===== src/rtl/pse_pkg.sv =====
package pse_pkg;

    typedef enum logic [2:0] {
        ST_IDLE    = 3'd0,
        ST_DETECT  = 3'd1,
        ST_CLASS   = 3'd2,
        ST_DENIED  = 3'd3,
        ST_START   = 3'd4,
        ST_POWERED = 3'd5,
        ST_FORCE   = 3'd6
    } pse_state_e;

    typedef enum logic [1:0] {
        BUD_LOW   = 2'd0,
        BUD_MID   = 2'd1,
        BUD_HIGH  = 2'd2,
        BUD_USER  = 2'd3
    } pse_budget_e;

endpackage


===== src/rtl/pse_timer.sv =====
// Up-counter that restarts while clr is high and flags the LEN-th cycle.
module pse_timer #(
    parameter int LEN = 16
) (
    input  logic clk,
    input  logic rst_n,
    input  logic clr,
    output logic done
);
    localparam int CW = (LEN < 2) ? 1 : $clog2(LEN);

    logic [CW-1:0] cnt_q;

    assign done = (cnt_q == CW'(LEN - 1));

    always_ff @(posedge clk or negedge rst_n) begin
        if (!rst_n) begin
            cnt_q <= '0;
        end else if (clr) begin
            cnt_q <= '0;
        end else if (!done) begin
            cnt_q <= cnt_q + CW'(1);
        end
    end
endmodule


===== src/rtl/pse_budget.sv =====
// Decodes the budget code and maps a class code to its power demand.
module pse_budget #(
    parameter int PW   = 9,
    parameter int P_C1 = 40,
    parameter int P_C2 = 70,
    parameter int P_C3 = 154,
    parameter int P_C4 = 300
) (
    input  logic [1:0]    budget_code,
    input  logic [PW-1:0] user_budget,
    input  logic [2:0]    class_code,
    output logic [PW-1:0] avail_pwr,
    output logic [PW-1:0] class_pwr
);
    import pse_pkg::*;

    always_comb begin
        unique case (pse_budget_e'(budget_code))
            BUD_LOW:  avail_pwr = PW'(P_C1);
            BUD_MID:  avail_pwr = PW'(P_C2);
            BUD_HIGH: avail_pwr = PW'(P_C4);
            BUD_USER: avail_pwr = user_budget;
            default:  avail_pwr = PW'(P_C1);
        endcase
    end

    always_comb begin
        case (class_code)
            3'd1:    class_pwr = PW'(P_C1);
            3'd2:    class_pwr = PW'(P_C2);
            3'd4:    class_pwr = PW'(P_C4);
            default: class_pwr = PW'(P_C3);
        endcase
    end
endmodule


===== src/rtl/pse_req_latch.sv =====
// Holds the power demand and class chosen for the current attempt.
module pse_req_latch #(
    parameter int PW = 9
) (
    input  logic          clk,
    input  logic          rst_n,
    input  logic          load_class,
    input  logic          load_user,
    input  logic          load_dflt,
    input  logic [2:0]    class_code,
    input  logic [PW-1:0] class_pwr,
    input  logic [2:0]    user_class,
    input  logic [PW-1:0] user_req_pwr,
    input  logic [PW-1:0] dflt_pwr,
    output logic [PW-1:0] req_pwr,
    output logic [2:0]    class_reg
);
    always_ff @(posedge clk or negedge rst_n) begin
        if (!rst_n) begin
            req_pwr   <= '0;
            class_reg <= '0;
        end else if (load_class) begin
            req_pwr   <= class_pwr;
            class_reg <= class_code;
        end else if (load_user) begin
            req_pwr   <= user_req_pwr;
            class_reg <= user_class;
        end else if (load_dflt) begin
            req_pwr   <= dflt_pwr;
            class_reg <= 3'd0;
        end
    end
endmodule


===== src/rtl/pse_power_ctrl.sv =====
module pse_power_ctrl
    import pse_pkg::*;
#(
    parameter int PW       = 9,
    parameter int T_CLASS  = 1000,
    parameter int T_INRUSH = 5000,
    parameter int T_MPDO   = 30000,
    parameter int T_FORCE  = 100000,
    parameter int P_C1     = 40,
    parameter int P_C2     = 70,
    parameter int P_C3     = 154,
    parameter int P_C4     = 300
) (
    input  logic          clk,
    input  logic          rst_n,
    input  logic          port_en,
    input  logic          test_force,
    input  logic          det_done,
    input  logic          sig_valid,
    input  logic          do_class,
    input  logic          class_done,
    input  logic [2:0]    class_code,
    input  logic          user_alloc,
    input  logic [PW-1:0] user_req_pwr,
    input  logic [2:0]    user_class,
    input  logic [1:0]    budget_code,
    input  logic [PW-1:0] user_budget,
    input  logic          mps_present,
    output logic          pwr_en,
    output logic          inrush_mode,
    output logic          force_active,
    output logic [2:0]    state_code,
    output logic [PW-1:0] req_pwr,
    output logic [2:0]    class_reg
);
    localparam logic [PW-1:0] DFLT_PWR = PW'(P_C3);

    pse_state_e    state_q, state_d;
    logic          force_lock_q;
    logic          force_timeout;
    logic          ld_class, ld_user, ld_dflt;
    logic [PW-1:0] avail_pwr, class_pwr, skip_req;
    logic          cls_done, inr_done, mpdo_done, frc_done;

    pse_budget #(
        .PW(PW), .P_C1(P_C1), .P_C2(P_C2), .P_C3(P_C3), .P_C4(P_C4)
    ) u_budget (
        .budget_code (budget_code),
        .user_budget (user_budget),
        .class_code  (class_code),
        .avail_pwr   (avail_pwr),
        .class_pwr   (class_pwr)
    );

    pse_req_latch #(.PW(PW)) u_req (
        .clk          (clk),
        .rst_n        (rst_n),
        .load_class   (ld_class),
        .load_user    (ld_user),
        .load_dflt    (ld_dflt),
        .class_code   (class_code),
        .class_pwr    (class_pwr),
        .user_class   (user_class),
        .user_req_pwr (user_req_pwr),
        .dflt_pwr     (DFLT_PWR),
        .req_pwr      (req_pwr),
        .class_reg    (class_reg)
    );

    // Each timer restarts whenever its owning state is not active.
    pse_timer #(.LEN(T_CLASS)) u_tmr_class (
        .clk (clk), .rst_n (rst_n),
        .clr (state_q != ST_CLASS), .done (cls_done)
    );

    pse_timer #(.LEN(T_INRUSH)) u_tmr_inrush (
        .clk (clk), .rst_n (rst_n),
        .clr (state_q != ST_START), .done (inr_done)
    );

    pse_timer #(.LEN(T_MPDO)) u_tmr_mpdo (
        .clk (clk), .rst_n (rst_n),
        .clr ((state_q != ST_POWERED) || mps_present), .done (mpdo_done)
    );

    pse_timer #(.LEN(T_FORCE)) u_tmr_force (
        .clk (clk), .rst_n (rst_n),
        .clr (state_q != ST_FORCE), .done (frc_done)
    );

    assign skip_req = user_alloc ? user_req_pwr : DFLT_PWR;

    // Next-state and load decisions.
    always_comb begin
        state_d       = state_q;
        ld_class      = 1'b0;
        ld_user       = 1'b0;
        ld_dflt       = 1'b0;
        force_timeout = 1'b0;
        unique case (state_q)
            ST_IDLE: begin
                if (test_force && !force_lock_q) begin
                    state_d = ST_FORCE;
                end else if (port_en) begin
                    state_d = ST_DETECT;
                end
            end
            ST_DETECT: begin
                if (!port_en) begin
                    state_d = ST_IDLE;
                end else if (det_done) begin
                    if (!sig_valid) begin
                        state_d = ST_IDLE;
                    end else if (do_class && !user_alloc) begin
                        state_d = ST_CLASS;
                    end else begin
                        ld_user = user_alloc;
                        ld_dflt = !user_alloc;
                        state_d = (avail_pwr > skip_req) ? ST_START : ST_DENIED;
                    end
                end
            end
            ST_CLASS: begin
                if (!port_en) begin
                    state_d = ST_IDLE;
                end else if (class_done) begin
                    ld_class = 1'b1;
                    state_d  = (avail_pwr > class_pwr) ? ST_START : ST_DENIED;
                end else if (cls_done) begin
                    state_d = ST_IDLE;
                end
            end
            ST_DENIED: begin
                state_d = ST_IDLE;
            end
            ST_START: begin
                if (!port_en) begin
                    state_d = ST_IDLE;
                end else if (inr_done) begin
                    state_d = ST_POWERED;
                end
            end
            ST_POWERED: begin
                if (!port_en || (avail_pwr < req_pwr) ||
                    (mpdo_done && !mps_present)) begin
                    state_d = ST_IDLE;
                end
            end
            ST_FORCE: begin
                if (!test_force) begin
                    state_d = ST_IDLE;
                end else if (frc_done) begin
                    state_d       = ST_IDLE;
                    force_timeout = 1'b1;
                end
            end
            default: state_d = ST_IDLE;
        endcase
    end

    // State register and force lockout.
    always_ff @(posedge clk or negedge rst_n) begin
        if (!rst_n) begin
            state_q      <= ST_IDLE;
            force_lock_q <= 1'b0;
        end else begin
            state_q <= state_d;
            if (!test_force) begin
                force_lock_q <= 1'b0;
            end else if (force_timeout) begin
                force_lock_q <= 1'b1;
            end
        end
    end

    // Moore outputs.
    always_comb begin
        pwr_en       = 1'b0;
        inrush_mode  = 1'b0;
        force_active = 1'b0;
        unique case (state_q)
            ST_START: begin
                pwr_en      = 1'b1;
                inrush_mode = 1'b1;
            end
            ST_POWERED: pwr_en = 1'b1;
            ST_FORCE: begin
                pwr_en       = 1'b1;
                force_active = 1'b1;
            end
            default: ;
        endcase
        state_code = state_q;
    end
endmodule


===== config.mk =====
export PLATFORM = sky130hd
export DESIGN_NAME = pse_power_ctrl
export DESIGN_NICKNAME = d
export VERILOG_FILES = /design/src/rtl/pse_pkg.sv /design/src/rtl/pse_timer.sv /design/src/rtl/pse_budget.sv /design/src/rtl/pse_req_latch.sv /design/src/rtl/pse_power_ctrl.sv
export SDC_FILE = /design/constraint.sdc
export NUM_CORES = 1
export LEC_CHECK = 0
export ABC_AREA = 1
export BUFFER_PORTS_ARGS = -buffer_cell sky130_fd_sc_hd__buf_2
export CELL_PAD_IN_SITES_DETAIL_PLACEMENT = 1
export CELL_PAD_IN_SITES_GLOBAL_PLACEMENT = 1
export CORE_MARGIN = 2
export CORE_UTILIZATION = 39
export CTS_CLUSTER_SIZE = 40
export DETAILED_ROUTE_END_ITERATION = 6
export PLACE_DENSITY = 0.84
export SETUP_SLACK_MARGIN = 0.4
export SLEW_MARGIN = 15
export SYNTH_ARGS = -nofsm -noshare
export SYNTH_HDL_FRONTEND = slang
export SYNTH_SLANG_ARGS = --single-unit

===== constraint.sdc =====
create_clock -name clk -period 1.88 [get_ports clk]
set_clock_uncertainty 0.15 [all_clocks]
set_input_delay 0.376 -clock clk [delete_from_list [all_inputs] [get_ports clk]]
set_output_delay 0.376 -clock clk [all_outputs]
set_load 0.1 [all_outputs]

==> impl_metrics.tcl, run 1 <==
set metrics [dict create \
    rows 39 \
    synth-edff-count 0 \
    die_h_um 112 \
    dp.cells 879 \
    async_reset_ff_share_pct 100 \
    synth_cell_types 40 \
    grt_max_degree 26 \
    place.gp.congestion 0.874 \
    start_util_pct 40.1 \
    yosysSeqAreaShare_pct 38.8 \
    antenna_found_initial 1 \
    synth_commonest_cells "nand2_1 (137), inv_1 (116), dfrtp_1 (71)" \
    pin_count 54 \
    error_line "[ERROR DPL-0033] detailed placement checks failed during check placement." \
    netlist.area_leader.share_pct 38.8 \
    grt-worst-endpoint "state_code[1]$_DFFE_PN0P_/D" \
    synth_warnings 0 \
    clock_path_buffers 2 \
    yosys.area.top_type "dfrtp_1" \
    ys_top_cells_by_area "dfrtp_1 (39%), nand2_1 (11%), inv_1 (9.5%)" \
    syn-num-nets 689 \
    yosysMostFrequentCell "nand2_1" \
    ys_ff_latch 71 \
    postSynthCellCount 626 \
    worst-ep-kind "sequential cell input" \
    cts_sinks 71 \
    stop_stage "5_1_grt" \
    postSynthAreaPerCell_um2 7.31 \
    root_buffer "clkbuf_16" \
    dp_hpwl_um 11200 \
    syn_area_mm2 0.00458 \
    die_w_um 112 \
    status "stopped before the end" \
    htreeDepth 3 \
    ys.flop_type "dfrtp_1" \
    placed_cell_area_mm2 0.00571 \
    cts_made_buffers 9 \
    portBuffers 53 \
]
[through the flow]
stage	hold WS (ns)	setup WS (ns)	utilization, %
global placement	0.190	-0.395	50.0
detailed placement	0.199	-0.550	50.0
floorplan	-0.0696	-0.144	-
CTS	0.103	-0.0946	62.1
[logic make-up after synthesis]
kind of cell               share of synthesized area (%)
buffers and inverters                               10.1
adders and majority gates                           7.38
and+or+nand+nor                                     29.0
xor gates and xnor gates                            1.15
DFF                                                 38.8
AOI/OAI and AO/OA                                   13.5
[repair_timing]
action	in CTS
endpoints found under the setup margin	85
hold endpoints to repair	36
pin swaps	43
setup buffers	48
resized for setup	192
hold buffers	1
==> run 2, diff against run 1 <==
Settings changed: CELL_PAD_IN_SITES_DETAIL_PLACEMENT 1 to unset, CELL_PAD_IN_SITES_GLOBAL_PLACEMENT 1 to unset, CORE_UTILIZATION 39 to 40, CTS_CLUSTER_SIZE 40 to unset, PLACE_DENSITY 0.84 to unset, PLACE_DENSITY_LB_ADDON set to 0.15, SETUP_SLACK_MARGIN 0.4 to unset.
Clock period 1.88 ns to 2.4 ns, I/O delays scaled along.
==> run 2 against run 1 <==
The flow now finishes without violations. Synthesized cell count did not move. Area after synthesis did not move.
==> impl_metrics.tcl, run 2 <==
set metrics [dict create \
    status "complete, no violations" \
    dr_wl_met2_um 5160 \
    async_reset_ff_share_pct 100 \
    synth_warnings 0 \
    die_h_um 111 \
    start_util_pct 40.6 \
    cellLeakagePower_nw 2.74 \
    end_kind "output port" \
    root_buffer "clkbuf_16" \
    htreeDepth 3 \
    fin_ws_ns 0.165 \
    dp_hpwl_um 8890 \
    fillers 1115 \
    ys_top_cells_by_area "dfrtp_1 (39%), nand2_1 (11%), inv_1 (9.5%)" \
    cts_sinks 71 \
    yosys.area.top_type "dfrtp_1" \
    synth-edff-count 0 \
    fin_cells 863 \
    first_pass_iters 5 \
    cts_resized 0 \
    relSlewSlack_pct 66.4 \
    intPower_mw 2.64 \
    fmax_ghz 0.448 \
    antenna_found_initial 0 \
    p_sw_mw 2.26 \
    met1_length_um 5500 \
    place.gp.congestion 0.898 \
    cts_tree "done" \
    largest_reg_flops 17 \
    crit_start "state_code[2]$_DFFE_PN0P_" \
    r2r_slack_ns 0.29 \
    grt_pass1_vias 4344 \
    yosysSeqAreaShare_pct 38.8 \
    wl_met3_um 478 \
    pin_count 54 \
    crit_path_max_fanout 15 \
    core_mm2 0.0113 \
    netSwitchingFraction_pct 46.2 \
    dieArea_mm2 0.0123 \
    reg2reg_depth 9 \
    layout_commonest_cell "nand2_1" \
    postSynthAreaPerCell_um2 7.31 \
    grt_max_degree 41 \
    rr_startpoint "u_tmr_mpdo.cnt_q[0]$_DFFE_PN0P_" \
    area.growth.synth_to_final_pct 21.7 \
    power_density_mw_per_mm2 881 \
    dp.cells 846 \
    ys.flop_type "dfrtp_1" \
    multi_input_area_mm2 0.00234 \
    grt_usage_pct 20.0 \
    clk_latency_ns 0.34 \
    rsz0062_at_grt "false" \
    largestRegisters "u_tmr_force.cnt_q (17), u_tmr_mpdo.cnt_q (15), u_tmr_inrush.cnt_q (13)" \
    yosysMostFrequentCell "nand2_1" \
    largest_register "u_tmr_force.cnt_q" \
    netlist.area_leader.share_pct 38.8 \
    nets 778 \
    diodes 0 \
    routed_wl_um 11400 \
    rows 39 \
    ys_ff_latch 71 \
    routed_via_density 4.97 \
    hp-class "in2reg" \
    dr.max_layer_used "met4" \
    overflow 0 \
    seqCellArea_mm2 0.00178 \
    die_w_um 111 \
    required_ns 1.77 \
    clkTransAtPathRegs_ns 0.06 \
    syn_area_mm2 0.00458 \
    vias 4293 \
    final_cell_mix "nand2_1 (137), inv_1 (116), dfrtp_1 (69)" \
    synth_cell_types 40 \
    cts_setup_buffers 0 \
    path_class "reg2out" \
    layout-drive-gt1-share_pct 15.8 \
    clock_path_buffers 2 \
    fin_crit_sh_pct 93.1 \
    detail-route-antenna-nets 0 \
    report.final.hold_viol_count 0 \
    dr.first_iter.drc_count 239 \
    postSynthCellCount 626 \
    setup-tns-final_ns 0 \
    post-place-ws_ns -0.0910 \
    start_kind "flip-flop" \
    drv_slew 0 \
    endpoint "inrush_mode" \
    portBuffers 53 \
    fin_area_mm2 0.00557 \
    clockPowerShare_pct 27.8 \
    peakVddDrop_uv 573 \
    synth_commonest_cells "nand2_1 (137), inv_1 (116), dfrtp_1 (71)" \
    worst_pin_slew_ns 0.499 \
    seqPwrFrac_pct 30.1 \
    worstPathArrival_ns 1.60 \
    grt_pass1_wl_um 20000 \
    syn-num-nets 689 \
    r2r-end "state_code[1]$_DFFE_PN0P_" \
    drc_errors 0 \
    setup_violations 0 \
    ctsHoldBuffers 1 \
    maxCapViolCount 0 \
    wl_per_cell_um 13.2 \
    placed_cell_area_mm2 0.00526 \
    period_minus_slack_ns 2.23 \
    finalPower_mw 4.90 \
    cts_made_buffers 9 \
    power_frac_comb_pct 42.1 \
]
==> run 2: cell counts after synthesis <==
No cell type changed its count.
==> run 2: per-layer routing <==
metal / vias to the layer above / GRT usage [%]
met1: 1972 / 26.8
met5: - / 0
met4: 0 / 9.08
li1: 2228 / -
met3: 16 / 3.72
met2: 77 / 31.7
==> run 2: layout make-up <==
cell class	count	area share [%]
flip-flops and latches	71	32.0
inverters	120	8.09
well taps	143	3.21
clock buffers	11	4.36
multi-input cells	432	42.0
repair buffers	81	9.35
clock inverters	5	1.01
==> run 2: power groups by stage <==
| stage | registers [mW] | clock network (mW) | logic (mW) |
|---|---|---|---|
| after floorplan | 2.31 | 0 | 0.761 |
| after detailed placement | 1.50 | 0 | 2.06 |
| after global routing | 1.50 | 1.45 | 2.23 |
| after global placement | 1.49 | 0 | 2.05 |
| final | 1.48 | 1.36 | 2.06 |
| after CTS | 1.48 | 1.39 | 2.07 |
==> run 2: worst min-delay path by stage <==
stage / startpoint / endpoint / depth (start not counted)
after floorplan: rst_n / force_lock_q$_DFFE_PN0P_ / 0
after global placement: rst_n / u_tmr_force.cnt_q[14]$_DFFE_PN0P_ / 1
after detailed placement: rst_n / u_tmr_force.cnt_q[14]$_DFFE_PN0P_ / 1
after CTS: user_class[0] / u_req.class_reg[0]$_DFFE_PN0P_ / 3
after global routing: user_class[0] / u_req.class_reg[0]$_DFFE_PN0P_ / 3
final: user_class[2] / u_req.class_reg[2]$_DFFE_PN0P_ / 3
==> run 2: through the flow <==
step | hold slack [ns] | utilization (%)
after global placement | 0.170 | 46.6
after CTS | 0.227 | 49.4
after floorplan | 0.0344 | -
after detailed placement | 0.173 | 46.6
final | 0.239 | 49.4
after global routing | 0.241 | 49.4
==> run 2: kinds of logic (layout without fill, tap and decap cells) <==
group	after synthesis	after routing	share of synthesized area, %
xor+xnor	6	6	1.15
flops	71	71	38.8
simple gates	291	291	29.0
buf+inv	123	217	10.1
fa+ha+maj	27	27	7.38
compound gates	108	108	13.5
==> run 2: worst max-delay path, cell delays in order, from the launching register on <==
cell,delay [ns]
dfrtp_2,0.43
inv_1,0.07
buf_4,0.15
nor3_1,0.16
buf_4,0.25
buf_12,0.20
No activity file was read; power rests on OpenSTA's default activity.
==> run 3, diff against run 2 <==
Settings changed: ABC_AREA 1 to unset.
==> run 3 against run 2 <==
The run now ends with negative hold slack left. Die area down 4.8%. First-iteration DRC count down 32%. Flip-flop and latch count unchanged. Worst hold slack worse by 0.26 ns. Sequential share of layout area rose by 0.48 points. Critical path depth increased by 3. Largest cell class unchanged. Synthesized cell count shrank 23%. Register-to-register slack got worse by 0.29 ns.
==> impl_metrics.tcl, run 3 <==
set metrics [dict create \
    setup-tns-final_ns 0 \
    start_util_pct 40.6 \
    cts_made_buffers 9 \
    die_w_um 108 \
    end_kind "flip-flop" \
    r2r_slack_ns 0.004 \
    area.growth.synth_to_final_pct 27.0 \
    dp_hpwl_um 7980 \
    yosys.area.top_type "dfrtp_1" \
    ys_top_cells_by_area "dfrtp_1 (41%), ha_1 (7.8%), nor2_1 (6.7%)" \
    multi_input_area_mm2 0.00256 \
    maxCapViolCount 0 \
    start_kind "flip-flop" \
    yosysMostFrequentCell "nor2_1" \
    dr.first_iter.drc_count 163 \
    synth-edff-count 0 \
    crit_path_max_fanout 3 \
    cts_tree "done" \
    layout-drive-gt1-share_pct 27.2 \
    place.gp.congestion 0.841 \
    antenna_found_initial 0 \
    core_mm2 0.0107 \
    final_util_pct 51.6 \
    power_density_mw_per_mm2 837 \
    worstPathArrival_ns 2.50 \
    synth_warnings 0 \
    synth_commonest_cells "nor2_1 (78), dfrtp_1 (71), nand2_1 (42)" \
    postSynthAreaPerCell_um2 9.06 \
    async_reset_ff_share_pct 100 \
    postSynthCellCount 480 \
    clock_path_buffers 2 \
    largest_reg_flops 17 \
    wl_per_cell_um 14.8 \
    setup_violations 0 \
    cts_setup_buffers 0 \
    detail-route-antenna-nets 0 \
    routed_wl_um 10700 \
    clkTransAtPathRegs_ns 0.08 \
    relSlewSlack_pct 65.5 \
    hp-class "in2async" \
    grt_usage_pct 19.7 \
    seqCellArea_mm2 0.00179 \
    path_class "reg2reg" \
    rows 38 \
    first_pass_iters 4 \
    p_sw_mw 2.15 \
    overflow 0 \
    grt_pass1_vias 3642 \
    vias 3773 \
    cts_sinks 71 \
    routed_via_density 5.20 \
    pin_count 54 \
    timing.hold.ws_ns -0.0191 \
    grt_max_degree 72 \
    ys_ff_latch 71 \
    fmax_ghz 0.417 \
    syn_area_mm2 0.00435 \
    syn-num-nets 543 \
    drv_slew 0 \
    clockPowerShare_pct 23.1 \
    drc_errors 0 \
    ctsHoldBuffers 0 \
    worst_pin_slew_ns 0.518 \
    nets 643 \
    clk_latency_ns 0.37 \
    largest_register "u_tmr_force.cnt_q" \
    diodes 0 \
    placed_cell_area_mm2 0.00517 \
    report.final.hold_viol_count 18 \
    required_ns 2.51 \
    grt_pass1_wl_um 17700 \
    largestRegisters "u_tmr_force.cnt_q (17), u_tmr_mpdo.cnt_q (15), u_tmr_inrush.cnt_q (13)" \
    netSwitchingFraction_pct 46.5 \
    fin_area_mm2 0.00552 \
    dieArea_mm2 0.0117 \
    layout_commonest_cell "nor2_1" \
    rsz0062_at_grt "true" \
    peakVddDrop_uv 833 \
    fillers 1028 \
    ys.flop_type "dfrtp_1" \
    die_h_um 108 \
    portBuffers 53 \
    netlist.area_leader.share_pct 40.9 \
    htreeDepth 3 \
    final_cell_mix "nor2_1 (77), dfrtp_1 (66), buf_4 (49)" \
    seqPwrFrac_pct 32.3 \
    failed_checks "negative hold slack" \
    status "finished, violations left" \
    root_buffer "clkbuf_8" \
    yosysSeqAreaShare_pct 40.9 \
    synth_cell_types 57 \
    fin_crit_sh_pct 99.8 \
    cellLeakagePower_nw 2.55 \
    power_frac_comb_pct 44.6 \
    intPower_mw 2.47 \
    period_minus_slack_ns 2.40 \
]
==> run 3: changes by cell type after synthesis, sizes merged, moves of 12 or more <==
cell / delta
nor3: -30
nand2: -96
o21ai: -24
nand3: -16
clkbuf: +12
a21oi: -17
nor2: +22
xor2: +27
inv: -103
and3: +16
==> run 3: power by group through the flow <==
| stage | Combinational, mW | Clock [mW] | Sequential (mW) |
|---|---|---|---|
| finish | 2.06 | 1.07 | 1.49 |
| global route | 2.18 | 1.15 | 1.51 |
| CTS | 2.03 | 1.10 | 1.49 |
| detailed placement | 1.99 | 0 | 1.51 |
| global placement | 1.98 | 0 | 1.50 |
| floorplan | 0.707 | 0 | 2.29 |
==> run 3: per-layer routing <==
layer | up-vias | wire length, um | track usage [%]
met5 | - | 0 | 0
met1 | 1816 | 5400 | 28.2
met3 | 9 | 396 | 4.94
met4 | 0 | 127 | 5.86
li1 | 1888 | - | -
met2 | 60 | 4790 | 29.6
==> run 3: timing repair <==
action / in CTS / in global routing
endpoints found under the setup margin: 3 / 7
pin swaps: 9 / 9
gates resized for setup: 17 / 13
==> run 3: kinds of logic after synthesis <==
| family | after synthesis | share of synthesized area [%] |
|---|---|---|
| AO/OA/AOI/OAI | 69 | 10.8 |
| multiplexers | 7 | 1.67 |
| XOR/XNOR | 42 | 8.46 |
| buffers and inverters | 31 | 2.88 |
| adder cells (fa/ha/maj) | 28 | 8.00 |
| flip-flops | 71 | 40.9 |
| AND/OR/NAND/NOR | 232 | 27.3 |
==> run 3: critical path: stages (launching register included) <==
cell and delay, ns:
dfrtp_2 0.41, inv_2 0.08, ha_4 0.19, and4_1 0.15, nor3_2 0.17, maj3_2 0.24
o211ai_2 0.09, a2111oi_4 0.47, mux2_4 0.34
==> run 3: worst paths after layout <==
check | startpoint | end | depth (start not counted)
max | u_req.req_pwr[1]$_DFFE_PN0P_ | state_code[0]$_DFFE_PN0P_ | 8
min | rst_n | u_tmr_inrush.cnt_q[4]$_DFFE_PN0P_ | 2
max reg2reg | u_req.req_pwr[1]$_DFFE_PN0P_ | state_code[0]$_DFFE_PN0P_ | 8
min reg2reg | u_req.class_reg[0]$_DFFE_PN0P_ | u_req.class_reg[0]$_DFFE_PN0P_ | 1
max in group asynchronous | rst_n | state_code[2]$_DFFE_PN0P_ | 2
min in group clk | user_req_pwr[0] | u_req.req_pwr[0]$_DFFE_PN0P_ | 2
==> run 3: final cells by class <==
type,instances,area share [%]
Tap cell,140,3.17
Clock inverter,4,0.929
Clock buffer,12,2.99
Sequential cell,71,32.4
Inverter,17,1.27
Multi-Input combinational cell,378,46.4
Timing Repair Buffer,103,12.8
==> run 3: through the flow <==
step	setup slack (ns)	cells	hold WS (ns)	power, mW
final	0.00386	725	-0.0191	4.62
after global placement	-0.434	709	0.310	3.49
after floorplan	-0.427	480	0.0344	3.00
after CTS	-0.0216	725	0.00356	4.62
after detailed placement	-0.468	709	0.313	3.49
after global routing	-0.0764	725	0.00970	4.85
==> run 4, diff against run 3 <==
Settings changed: PLACE_DENSITY_LB_ADDON 0.15 to unset.
==> run 4 against run 3 <==
The flow finishes with violations (negative setup slack). Cell count increased by 0.97%. Total power increased by 2.8%. Via count increased by 0.13%.
==> impl_metrics.tcl, run 4 (synthesis results as in run 3) <==
set metrics [dict create \
    status "finished, violations left" \
    failed_checks "negative setup slack" \
    grt_max_degree 72 \
    grt_usage_pct 19.7 \
    core_mm2 0.0107 \
    largest_register "u_tmr_force.cnt_q" \
    critical_path.cell_chain "buf_6 > buf_4 > and3_1 > ha_1 > nand4_1 > or2_4 > a211o_1 > a31oi_4 > o311ai_0 > mux2_4" \
    min_to "u_req.req_pwr[0]$_DFFE_PN0P_" \
    nets 650 \
    end_kind "flip-flop" \
    r2r_slack_ns 0.02 \
    first_pass_iters 4 \
    largestRegisters "u_tmr_force.cnt_q (17), u_tmr_mpdo.cnt_q (15), u_tmr_inrush.cnt_q (13)" \
    layout_commonest_cell "nor2_1" \
    clock_path_buffers 2 \
    largest_reg_flops 17 \
    htreeDepth 3 \
    area.growth.synth_to_final_pct 28.9 \
    root_buffer "clkbuf_8" \
    drv_slew 0 \
    rsz0062_at_grt "true" \
    detail-route-antenna-nets 0 \
    fmax_ghz 0.416 \
    worstPathArrival_ns 2.49 \
    cts_sinks 71 \
    crit_path_max_fanout 8 \
    start_kind "input pin" \
    critPathTopFamily "simple AND/OR/NAND/NOR gates" \
    peakVddDrop_uv 914 \
    maxCapViolCount 0 \
    start_util_pct 40.6 \
    path_class "in2reg" \
    cts_tree "done" \
    die_h_um 108 \
    antenna_found_initial 0 \
    crit_buf_inv 2 \
    intPower_mw 2.63 \
    vias 3778 \
    dp_hpwl_um 7780 \
    layout-drive-gt1-share_pct 27.7 \
    clkTransAtPathRegs_ns 0.09 \
    routed_wl_um 10600 \
    drc_errors 0 \
    die_w_um 108 \
    grt_pass1_vias 3843 \
    place.gp.congestion 0.912 \
    netSwitchingFraction_pct 44.5 \
    reg2reg_depth 7 \
    grt_pass1_wl_um 18100 \
    fin_ws_ns -0.00399 \
    dr.first_iter.drc_count 124 \
    dieArea_mm2 0.0117 \
    worst_pin_slew_ns 0.508 \
    fin_cells 732 \
    timing.hold.ws_ns 0.199 \
    power_density_mw_per_mm2 847 \
    dp.cells 713 \
    pin_count 54 \
    fillers 1025 \
    relSlewSlack_pct 66.4 \
    fin_crit_sh_pct 100 \
    seqPwrFrac_pct 31.2 \
    period_minus_slack_ns 2.40 \
    p_sw_mw 2.11 \
    portBuffers 53 \
    clockPowerShare_pct 25.4 \
    setup_violations 1 \
    seqCellArea_mm2 0.00179 \
    multi_input_area_mm2 0.00258 \
    diodes 0 \
    cpPeakStageDelay_ns 0.30 \
    required_ns 2.49 \
    final_util_pct 52.4 \
    clk_latency_ns 0.36 \
    rr_startpoint "u_tmr_class.cnt_q[0]$_DFFE_PN0P_" \
    wl_per_cell_um 14.4 \
    hold_start "user_req_pwr[0]" \
    rows 38 \
    cts_made_buffers 9 \
    routed_via_density 5.16 \
    overflow 0 \
    cp_slowest_cell "ha_1" \
    final_cell_mix "nor2_1 (77), dfrtp_1 (66), buf_4 (55)" \
    finalPower_mw 4.75 \
    hp-class "in2reg" \
    power_frac_comb_pct 43.4 \
    min_path_cells 2 \
    r2r-end "state_code[0]$_DFFE_PN0P_" \
    report.final.hold_viol_count 0 \
    cellLeakagePower_nw 2.59 \
]
run 4: cell count changes in the layout (fill, tap and decap cells not counted), moves of 2 or more:
cell       delta
buf_4         +6
bufinv_16     +2
clkbuf_8      -2
or3b_2        -2
or3b_4        +2
run 4: metal layers:
layer  share of wire (%)  routed length, um  vias to the layer above  GRT usage, %
li1                    -                  -                     1891             -
met1                  48               5090                     1825          26.7
met2                  48               5040                       50          31.9
met3                 3.1                326                       12          4.10
met4                 1.1                120                        0          5.77
met5                   0                  0                        -             0
run 4: how the worst max path moves through the flow:
stage / from / endpoint / cells past startpoint
after detailed placement: class_code[0] / state_code[2]$_DFFE_PN0P_ / 11
final: budget_code[1] / state_code[0]$_DFFE_PN0P_ / 10
after global placement: class_code[0] / state_code[2]$_DFFE_PN0P_ / 10
after floorplan: state_code[2]$_DFFE_PN0P_ / state_code[0]$_DFFE_PN0P_ / 6
after CTS: u_req.req_pwr[1]$_DFFE_PN0P_ / state_code[0]$_DFFE_PN0P_ / 8
after global routing: budget_code[1] / state_code[2]$_DFFE_PN0P_ / 11
run 4: area by class of cell:
type / count / share of cell area [%]
Clock buffer: 11 / 2.52
Clock inverter: 5 / 1.85
Inverter: 17 / 1.21
Multi-Input combinational cell: 378 / 46.0
Sequential cell: 71 / 31.9
Tap cell: 140 / 3.13
Timing Repair Buffer: 110 / 13.3
run 4: through the flow:
step	instance area [um^2]	setup slack [ns]	setup TNS, ns
final	5600	-0.00399	-0.00399
after global placement	5200	-0.452	-1.31
after global routing	5600	-0.0746	-0.186
after floorplan	4390	-0.427	-1.10
after detailed placement	5200	-0.513	-1.49
after CTS	5520	-0.0267	-0.0462
run 4: power groups by stage:
stage | logic [mW] | registers [mW] | clock network (mW)
floorplan | 0.707 | 2.29 | 0
global placement | 1.97 | 1.50 | 0
detailed placement | 1.99 | 1.50 | 0
CTS | 2.02 | 1.48 | 1.24
global route | 2.18 | 1.50 | 1.30
finish | 2.06 | 1.48 | 1.20
run 4: what timing repair did:
| item | 4_1_cts | 5_1_grt |
|---|---|---|
| gates resized for setup | 16 | 15 |
| endpoints found under the setup margin | 3 | 3 |
| buffers inserted | 0 | 2 |
| endpoints found under the hold margin | 15 | 0 |
| hold buffers | 1 | 0 |
| pin swaps | 7 | 7 |
